===== src/rtl/cmdlink_pkg.sv =====
package cmdlink_pkg;

    localparam int BYTE_W = 8;
    localparam int ADDR_W = 8;

    localparam logic [BYTE_W-1:0] ACK_CODE  = 8'hA0;
    localparam logic [BYTE_W-1:0] DONE_CODE = 8'hD0;

    typedef enum logic [1:0] {
        P_WAIT,
        P_LEN,
        P_ADDR,
        P_DATA
    } parse_st_t;

    typedef struct packed {
        logic              fire;
        logic [BYTE_W-1:0] cnt;
    } msg_req_t;

    function automatic logic [BYTE_W-1:0] status_byte(input logic held, input logic err);
        return {{(BYTE_W-2){1'b0}}, err, held};
    endfunction

    function automatic logic opens_block(input logic [BYTE_W-1:0] b);
        return b[BYTE_W-1];
    endfunction

endpackage


===== src/rtl/cmd_parser.sv =====
module cmd_parser
    import cmdlink_pkg::*;
#(
    parameter int                FAST_KNOWN = 16,
    parameter logic [BYTE_W-1:0] LOAD_CODE  = 8'h01
) (
    input  logic              clk,
    input  logic              rst,
    input  logic [BYTE_W-1:0] rx_byte,
    input  logic              rx_valid,
    input  logic              rx_is_k,
    output logic              fast_stb,
    output logic [BYTE_W-1:0] fast_code,
    output logic              load_stb,
    output logic              wr_en,
    output logic [ADDR_W-1:0] wr_addr,
    output logic [BYTE_W-1:0] wr_data,
    output msg_req_t          ack_req,
    output msg_req_t          done_req,
    output logic              held,
    output logic              err
);

    parse_st_t         st;
    logic [BYTE_W-1:0] cnt;
    logic [BYTE_W-1:0] cnt_nx;
    logic [BYTE_W-1:0] remain;
    logic [ADDR_W-1:0] addr;
    logic [BYTE_W-1:0] blk_cnt;
    logic              blk_skip;
    logic              dbyte;
    logic              kbyte;

    assign dbyte  = rx_valid && !rx_is_k;
    assign kbyte  = rx_valid && rx_is_k;
    assign cnt_nx = cnt + 1'b1;

    assign wr_en   = (st == P_DATA) && dbyte && !blk_skip;
    assign wr_addr = addr;
    assign wr_data = rx_byte;

    always_ff @(posedge clk) begin
        if (rst) begin
            st        <= P_WAIT;
            cnt       <= '0;
            remain    <= '0;
            addr      <= '0;
            blk_cnt   <= '0;
            blk_skip  <= 1'b0;
            fast_stb  <= 1'b0;
            fast_code <= '0;
            load_stb  <= 1'b0;
            ack_req   <= '0;
            done_req  <= '0;
            held      <= 1'b0;
            err       <= 1'b0;
        end else begin
            fast_stb      <= 1'b0;
            load_stb      <= 1'b0;
            ack_req.fire  <= 1'b0;
            done_req.fire <= 1'b0;
            case (st)
                P_WAIT: begin
                    if (dbyte) begin
                        cnt     <= cnt_nx;
                        ack_req <= '{fire: 1'b1, cnt: cnt_nx};
                        if (opens_block(rx_byte)) begin
                            st       <= P_LEN;
                            blk_cnt  <= cnt_nx;
                            blk_skip <= held;
                        end else if (rx_byte < BYTE_W'(FAST_KNOWN)) begin
                            fast_stb  <= 1'b1;
                            fast_code <= rx_byte;
                            done_req  <= '{fire: 1'b1, cnt: cnt_nx};
                            if (rx_byte == LOAD_CODE) begin
                                load_stb <= 1'b1;
                                held     <= 1'b0;
                            end
                        end
                    end
                end
                default: begin
                    if (kbyte) begin
                        err <= 1'b1;
                        st  <= P_WAIT;
                    end else if (dbyte) begin
                        case (st)
                            P_LEN: begin
                                remain <= rx_byte;
                                st     <= P_ADDR;
                            end
                            P_ADDR: begin
                                addr <= rx_byte;
                                st   <= P_DATA;
                            end
                            default: begin
                                addr   <= addr + 1'b1;
                                remain <= remain - 1'b1;
                                if (remain == '0) begin
                                    st <= P_WAIT;
                                    if (!blk_skip) begin
                                        done_req <= '{fire: 1'b1, cnt: blk_cnt};
                                        held     <= 1'b1;
                                    end
                                end
                            end
                        endcase
                    end
                end
            endcase
        end
    end


    cnt_step_chk: assert property (@(posedge clk) disable iff (rst)
        (cnt != $past(cnt)) |-> $past(st == P_WAIT && dbyte));


    load_with_fast_chk: assert property (@(posedge clk) disable iff (rst)
        load_stb |-> (fast_stb && fast_code == LOAD_CODE));


    abort_chk: assert property (@(posedge clk) disable iff (rst)
        (st != P_WAIT && kbyte) |=> (st == P_WAIT && err));

endmodule


===== src/rtl/cfg_store.sv =====
module cfg_store
    import cmdlink_pkg::*;
#(
    parameter int AW = ADDR_W,
    parameter int DW = BYTE_W
) (
    input  logic          clk,
    input  logic          wr_en,
    input  logic [AW-1:0] wr_addr,
    input  logic [DW-1:0] wr_data,
    input  logic [AW-1:0] rd_addr,
    output logic [DW-1:0] rd_data
);

    localparam int DEPTH = 1 << AW;

    logic [DW-1:0] mem [DEPTH];

    always_ff @(posedge clk) begin
        if (wr_en) mem[wr_addr] <= wr_data;
    end

    assign rd_data = mem[rd_addr];

endmodule


===== src/rtl/uplink_tx.sv =====
module uplink_tx
    import cmdlink_pkg::*;
(
    input  logic              clk,
    input  logic              rst,
    input  msg_req_t          ack_req,
    input  msg_req_t          done_req,
    input  logic              held,
    input  logic              err,
    output logic [BYTE_W-1:0] tx_byte,
    output logic              tx_is_k
);

    logic              ack_pend, done_pend, second;
    logic [BYTE_W-1:0] ack_val, done_val, second_val;
    logic              take_done, take_ack;

    assign take_done = !second && done_pend;
    assign take_ack  = !second && !done_pend && ack_pend;

    always_ff @(posedge clk) begin
        if (rst) begin
            ack_pend   <= 1'b0;
            done_pend  <= 1'b0;
            ack_val    <= '0;
            done_val   <= '0;
            second     <= 1'b0;
            second_val <= '0;
            tx_byte    <= status_byte(1'b0, 1'b0);
            tx_is_k    <= 1'b0;
        end else begin
            if (ack_req.fire) begin
                ack_pend <= 1'b1;
                ack_val  <= ack_req.cnt;
            end else if (take_ack) begin
                ack_pend <= 1'b0;
            end
            if (done_req.fire) begin
                done_pend <= 1'b1;
                done_val  <= done_req.cnt;
            end else if (take_done) begin
                done_pend <= 1'b0;
            end

            if (second) begin
                tx_byte <= second_val;
                tx_is_k <= 1'b0;
                second  <= 1'b0;
            end else if (done_pend) begin
                tx_byte    <= DONE_CODE;
                tx_is_k    <= 1'b1;
                second     <= 1'b1;
                second_val <= done_val;
            end else if (ack_pend) begin
                tx_byte    <= ACK_CODE;
                tx_is_k    <= 1'b1;
                second     <= 1'b1;
                second_val <= ack_val;
            end else begin
                tx_byte <= status_byte(held, err);
                tx_is_k <= 1'b0;
            end
        end
    end


    done_first_chk: assert property (@(posedge clk) disable iff (rst)
        (!second && done_pend) |=> (tx_is_k && tx_byte == DONE_CODE));


    count_follows_code_chk: assert property (@(posedge clk) disable iff (rst)
        tx_is_k |=> !tx_is_k);

endmodule


===== src/rtl/cmdlink_decoder.sv =====
module cmdlink_decoder
    import cmdlink_pkg::*;
#(
    parameter int                FAST_KNOWN = 16,
    parameter logic [BYTE_W-1:0] LOAD_CODE  = 8'h01
) (
    input  logic              clk,
    input  logic              rst,
    input  logic [BYTE_W-1:0] rx_byte,
    input  logic              rx_valid,
    input  logic              rx_is_k,
    output logic              fast_stb,
    output logic [BYTE_W-1:0] fast_code,
    output logic              load_stb,
    input  logic [ADDR_W-1:0] cfg_rd_addr,
    output logic [BYTE_W-1:0] cfg_rd_data,
    output logic [BYTE_W-1:0] tx_byte,
    output logic              tx_is_k
);

    logic              wr_en;
    logic [ADDR_W-1:0] wr_addr;
    logic [BYTE_W-1:0] wr_data;
    msg_req_t          ack_req, done_req;
    logic              held, err;

    cmd_parser #(
        .FAST_KNOWN(FAST_KNOWN),
        .LOAD_CODE (LOAD_CODE)
    ) u_parser (
        .clk      (clk),
        .rst      (rst),
        .rx_byte  (rx_byte),
        .rx_valid (rx_valid),
        .rx_is_k  (rx_is_k),
        .fast_stb (fast_stb),
        .fast_code(fast_code),
        .load_stb (load_stb),
        .wr_en    (wr_en),
        .wr_addr  (wr_addr),
        .wr_data  (wr_data),
        .ack_req  (ack_req),
        .done_req (done_req),
        .held     (held),
        .err      (err)
    );

    cfg_store #(
        .AW(ADDR_W),
        .DW(BYTE_W)
    ) u_store (
        .clk    (clk),
        .wr_en  (wr_en),
        .wr_addr(wr_addr),
        .wr_data(wr_data),
        .rd_addr(cfg_rd_addr),
        .rd_data(cfg_rd_data)
    );

    uplink_tx u_tx (
        .clk     (clk),
        .rst     (rst),
        .ack_req (ack_req),
        .done_req(done_req),
        .held    (held),
        .err     (err),
        .tx_byte (tx_byte),
        .tx_is_k (tx_is_k)
    );

endmodule


===== config.mk =====
export PLATFORM = sky130hd
export DESIGN_NAME = cmdlink_decoder
export DESIGN_NICKNAME = d
export VERILOG_FILES = /design/src/rtl/cmdlink_pkg.sv /design/src/rtl/cmd_parser.sv /design/src/rtl/cfg_store.sv /design/src/rtl/uplink_tx.sv /design/src/rtl/cmdlink_decoder.sv
export SDC_FILE = /design/constraint.sdc
export NUM_CORES = 2
export LEC_CHECK = 0
export BUFFER_PORTS_ARGS = -buffer_cell sky130_fd_sc_hd__buf_2
export CAP_MARGIN = 20
export CORE_ASPECT_RATIO = 1.25
export CORE_MARGIN = 1.5
export CORE_UTILIZATION = 39
export CTS_BUF_LIST = sky130_fd_sc_hd__clkbuf_4 sky130_fd_sc_hd__clkbuf_8
export CTS_CLUSTER_SIZE = 30
export DETAILED_ROUTE_END_ITERATION = 6
export GPL_TIMING_DRIVEN = 1
export SYNTH_ARGS = -nofsm -noshare
export SYNTH_HDL_FRONTEND = slang
export SYNTH_SLANG_ARGS = --single-unit

===== constraint.sdc =====
create_clock -name clk -period 2.3 [get_ports clk]
set_input_delay 0.345 -clock clk [delete_from_list [all_inputs] [get_ports clk]]
set_output_delay 0.345 -clock clk [all_outputs]
set_load 0.01 [all_outputs]

== Word-level counts from Yosys, hierarchy flattened ==
Memories as Yosys holds them, arrays and structs flattened.
Cells that the tools add are included.

* Flip-flop bits (word level): 91
* Bits in latches: 0
* RAM bits: 2048
* ROM bits: 0
* Output and inout port bits: 27
* Word-level logic and storage cells: 124
* Memories kept: 1

{| class="wikitable"
|+ Memories
! name !! words !! width !! read ports !! clocked after memory_dff !! write ports !! RTL line !! source
|-
| u_store.mem || 256 || 8 || 1 || 0 || 1 || cfg_store.sv:17 || <nowiki>logic [DW-1:0] mem [DEPTH];</nowiki>
|}

* Add/subtract/negate cells: 3
* Multiply operators: 0
* Divide/modulo/power cells: 0
* $lt $le $gt $ge: 1
* Equal/unequal tests: 12
* Shift operators: 0
* Multiplexer cells: 44
* Bitwise operators: 8
* Reduce and logical (&&, ||, !) cells: 34

{| class="wikitable"
|+ Operators with widths
! cell !! number
|-
| $mux 9 || 10
|-
| $mux 8 || 5
|-
| $pmux 8 s2 || 2
|-
| $mux 1 || 20
|-
| $add 8x1->8 const B || 2
|-
| $reduce_and 4->1 || 4
|-
| $mux 2 || 6
|-
| $reduce_bool 2->1 || 5
|-
| $eq 8x1->1 const B || 1
|-
| $logic_not 8->1 || 1
|-
| $lt 8x5->1 const B || 1
|-
| $ne 2x1->1 const B || 4
|-
| $ne 2x2->1 const B || 4
|-
| $not 1->1 || 8
|-
| $reduce_and 8->1 || 1
|-
| $sub 8x1->8 const B || 1
|-
| $logic_and 1x1->1 || 7
|-
| $reduce_and 7->1 || 1
|-
| $reduce_and 2->1 || 3
|-
| $reduce_or 2->1 || 3
|-
| $reduce_bool 5->1 || 1
|-
| $reduce_or 5->1 || 1
|-
| $eq 2x2->1 const B || 2
|-
| $logic_not 1->1 || 4
|-
| 5 further kinds || 5
|}

== Depth between registers and ports, before layout ==
* Word-level depth: 6
* Mapped depth: 12
* Mapped depth without buffers: 7

== Hierarchy ==
From an unflattened synthesis, not the netlist that was laid out.

* Cell total of the unflattened synthesis: 4186
* Area total of the unflattened synthesis: 83523.9 sq um

{| class="wikitable"
|+ Modules (own cells, without submodules)
! module !! instances !! cells an instance !! area an instance (sq um) !! sequential area each (sq um)
|-
| cfg_store || 1 || 3725 || 79396.1 || 61499.0
|-
| cmd_parser || 1 || 331 || 2782.7 || 1121.1
|-
| uplink_tx || 1 || 130 || 1345.0 || 700.7
|}

== Least setup slack after synthesis ==
OpenSTA, ideal clock, no wires.

* Path kind: input-to-output
* Start: input port cfg_rd_addr[0]
* End: output port cfg_rd_data[0]
* Data arrival time: 2.162 ns
* Required time: 1.955 ns
* Setup slack: -0.207 ns
* Stages: 10
* Buffers on the path: 4
* Cell sequence: buf_6 > buf_12 > buf_12 > or3b_1 > buf_6 > o22ai_1 > a211oi_1 > a31oi_1 > nor4_1 > nor4_1

* Longest elaborated chain between the ends: 1

{| class="wikitable"
|+ Ends and longest elaborated chain
! item !! RTL line !! source
|-
| from (decl) || cmdlink_decoder.sv:15 || <nowiki>input logic [ADDR_W-1:0] cfg_rd_addr,</nowiki>
|-
| $mem_v2 256x8 || -- ||
|-
| to (decl) || cmdlink_decoder.sv:16 || <nowiki>output logic [BYTE_W-1:0] cfg_rd_data,</nowiki>
|}

No other way between the ends.

== Worst setup path in the final report ==
* Start: memory u_store.mem[167][6] in the netlist's numbering
* End: output port cfg_rd_data[6]

* Longest elaborated chain between the ends: 1

{| class="wikitable"
|+ Ends and longest elaborated chain
! item !! RTL line
|-
| from (decl) || cfg_store.sv:17
|-
| $mem_v2 256x8 || --
|}

No other way between the ends.

==> impl_metrics.json <==
{
  "status": "finished, violations left",
  "violations": "setup timing",
  "ios": 47,
  "critPathRequiredTime_ps": 1960,
  "tightest_slew_ps": 1060,
  "synth_nets": 4202,
  "dpl_worst_slack_ps": -1640,
  "hold_class": "input pin to register",
  "vias": 44100,
  "synth_largest_area_cell": "edfxtp_1",
  "numCtsBuffers": 347,
  "slew_headroom_pct": 29.7,
  "vias_per_cell": 5.45,
  "skew_ps": 90.1,
  "synth_cells": 4171,
  "arrival_ps": 3330,
  "hold_end": "u_store.mem[150][4]",
  "crit_chain": "mux4_2, a221oi_2, o21ai_1, o211ai_1, a32o_2, nor3_4, buf_6",
  "whs_path_depth": 2,
  "final_nets": 5098,
  "synth_top_area_share_pct": 73.6,
  "timing.final.hold_violations": 0,
  "area_growth_pct": 19.9,
  "slew_viol_final": 0,
  "final_cell_area_sq_um": 100000,
  "clk_pin_slew_worst_paths_ps": 60,
  "critPathCaptureType": "primary output",
  "drt_first_pass_iters": 6,
  "overflow": 0,
  "yosys_warnings": 0,
  "finalWorstSetupSlack_ps": -1380,
  "rr_worst_depth": 7,
  "wl_mm": 213,
  "routabilityCongestion": 0.846,
  "setup_viol": 8,
  "cts_tree": "yes",
  "drive_gt1_share_pct": 36.2,
  "p_seq_share_pct": 54.2,
  "die_h_um": 521,
  "tns_ps": -9710,
  "core-area_sq_um": 213000,
  "path_class": "register to primary output",
  "hp-start": "rx_byte[4]",
  "synthXorXnorAreaFrac_pct": 0.115,
  "post_synth_num_cell_types": 85,
  "grt_pass1_vias": 45800,
  "power.share.clock_pct": 39.9,
  "clockRootBuffer": "clkbuf_8",
  "timing.rr.end": "u_store.mem[52][7]",
  "synthSimpleGateAreaFrac_pct": 3.22,
  "timing.rr.start": "u_parser.st[0]",
  "comb_power_share_pct": 5.8,
  "synthMuxAreaShare_pct": 14.2,
  "ir_drop_mv": 0.529,
  "period_share_pct": 160,
  "grt_pass1_wl_mm": 311,
  "clk_path_buf_depth": 4,
  "grt_setup_unrepaired": "true",
  "min_period_ps": 3680,
  "dp.cells": 7481,
  "synth_seq_area_share_pct": 75.8,
  "cts_htree_levels": 5,
  "ant_nets": 0,
  "p_sw_w": 0.0172,
  "avgSynthCellArea_sq_um": 20.0,
  "start_util_pct": 39.3,
  "cts_sinks": 2139,
  "portBuffers": 45,
  "cellPowerDensity_nw_per_um2": 786,
  "post_drt_wl_per_cell_um": 26.3,
  "p_int_w": 0.0616,
  "hpwlAfterDp_mm": 136,
  "die-area_sq_um": 217000,
  "finalNonFillerCells": 8085,
  "ys.flop_type": "edfxtp_1",
  "route.detailed.drc": 0,
  "fp-row-count": 189,
  "path_max_fanout": 1,
  "reg2reg_slack_ps": 110,
  "p_sw_share_pct": 21.8,
  "mostFrequentLayoutCells": "edfxtp_1 (2048), buf_4 (654), mux4_2 (425)",
  "crit_family": "compound AO/OA/AOI/OAI gates",
  "netlist_area_sq_um": 83600,
  "synthAdderAreaFrac_pct": 0.165,
  "slowest_stage": "mux4_2",
  "synth.area.top_cells": "edfxtp_1 (74%), mux4_2 (11%), dfxtp_1 (2.2%), mux2i_1 (1.6%), nor2_1 (1.6%)",
  "ys_ff_latch": 2139,
  "grt_usage_pct": 19.5,
  "layout.cells.most_common": "edfxtp_1",
  "die_w_um": 417,
  "synth_compound_area_share_pct": 4.29,
  "fmax_mhz": 272,
  "synthArstFlopShare_pct": 0,
  "synth_top_family_by_area": "multiplexers",
  "leakagePower_nw": 32.8,
  "crit_buf_inv": 1,
  "clkLatencyLatePin_ps": 1050,
  "maxCapViolCount": 0,
  "critPathLaunchType": "register",
  "synth_edf_count": 2048,
  "drtIter0Drc": 3642,
  "critical_path.max_stage_delay_ps": 520,
  "antenna_found_initial": 5,
  "grt_max_degree": 156,
  "dpl_cell_area_sq_um": 92700
}
## state kept, by name (all words and copies together), names as in the netlist, 2 cells and up
name and flops:
u_parser.blk_cnt 8, u_store.mem 2048, u_parser.wr_addr 8, u_tx.second_val 8, u_parser.st 2, u_parser.fast_code 7, u_tx.ack_val 8, u_parser.done_req 9
u_tx.done_val 8, u_parser.cnt 8, u_tx.tx_byte 8, u_parser.remain 8
## timing repair
item	CTS	global route
setup buffers	0	1
pin swaps	45	26
endpoints found under the setup margin	9	149
hold buffers	14	0
hold endpoints to repair	1074	0
gates resized for setup	122	43
## logic make-up (layout without fill, tap and decap cells)
logic type,Yosys count,after routing
buffers and inverters,284,1427
other,1,3
XOR/XNOR,11,11
AO/OA/AOI/OAI,517,517
flip-flops,2139,2139
AND/OR/NAND/NOR,599,599
adder cells (fa/ha/maj),11,11
multiplexers,609,609
## worst max path at each step
stage | startpoint | end | slack [ps] | depth (start not counted)
floorplan | cfg_rd_addr[0] | cfg_rd_data[0] | -120 | 10
global placement | cfg_rd_addr[0] | cfg_rd_data[7] | -1640 | 11
detailed placement | cfg_rd_addr[0] | cfg_rd_data[7] | -1640 | 11
CTS | u_store.mem[211][7] | cfg_rd_data[7] | -1420 | 8
global route | u_store.mem[33][3] | cfg_rd_data[3] | -1380 | 9
finish | u_store.mem[167][6] | cfg_rd_data[6] | -1380 | 7
## power by group through the flow
stage | Combinational [W] | Clock, W | Sequential (W)
floorplan | 0.00214 | 0 | 0.0435
global placement | 0.00435 | 0 | 0.0435
detailed placement | 0.00440 | 0 | 0.0435
CTS | 0.00462 | 0.0321 | 0.0427
global route | 0.00485 | 0.0337 | 0.0427
finish | 0.00459 | 0.0314 | 0.0427
## final cells by class
cell class,count,area (sq um)
Clock inverter,136,788
Antenna cell,2,5.00
Clock buffer,460,5720
Tap cell,2769,3460
Multi-Input combinational cell,1748,19300
Fill cell,17500,112000
Sequential cell,2139,63300
Inverter,14,52.6
Timing Repair Buffer,817,7460
## through the flow
step                      utilization, %  hold WS (ps)  total power (W)
after floorplan                        -           436           0.0457
after global placement              43.6           444           0.0479
after detailed placement            43.6           453           0.0479
after CTS                           47.0          44.4           0.0794
after global routing                47.1           102           0.0813
final                               47.1           112           0.0787
## routing by layer
| metal | GRT usage (%) | wire length [um] | vias up |
|---|---|---|---|
| li1 | - | - | 19100 |
| met1 | 24.5 | 83300 | 23100 |
| met2 | 34.4 | 111000 | 1567 |
| met3 | 3.18 | 12400 | 332 |
| met4 | 6.25 | 5670 | 0 |
| met5 | 0 | 0 | - |
## Yosys cell counts (35+ instances only)
master	number
a211oi_1	35
buf_2	74
a21oi_1	126
clkbuf_1	107
mux4_2	419
edfxtp_1	2048
mux2i_1	135
a22oi_1	176
nor2_1	354
nand2_1	81
dfxtp_1	91
Note: power is estimated with default switching activity, not from simulation.
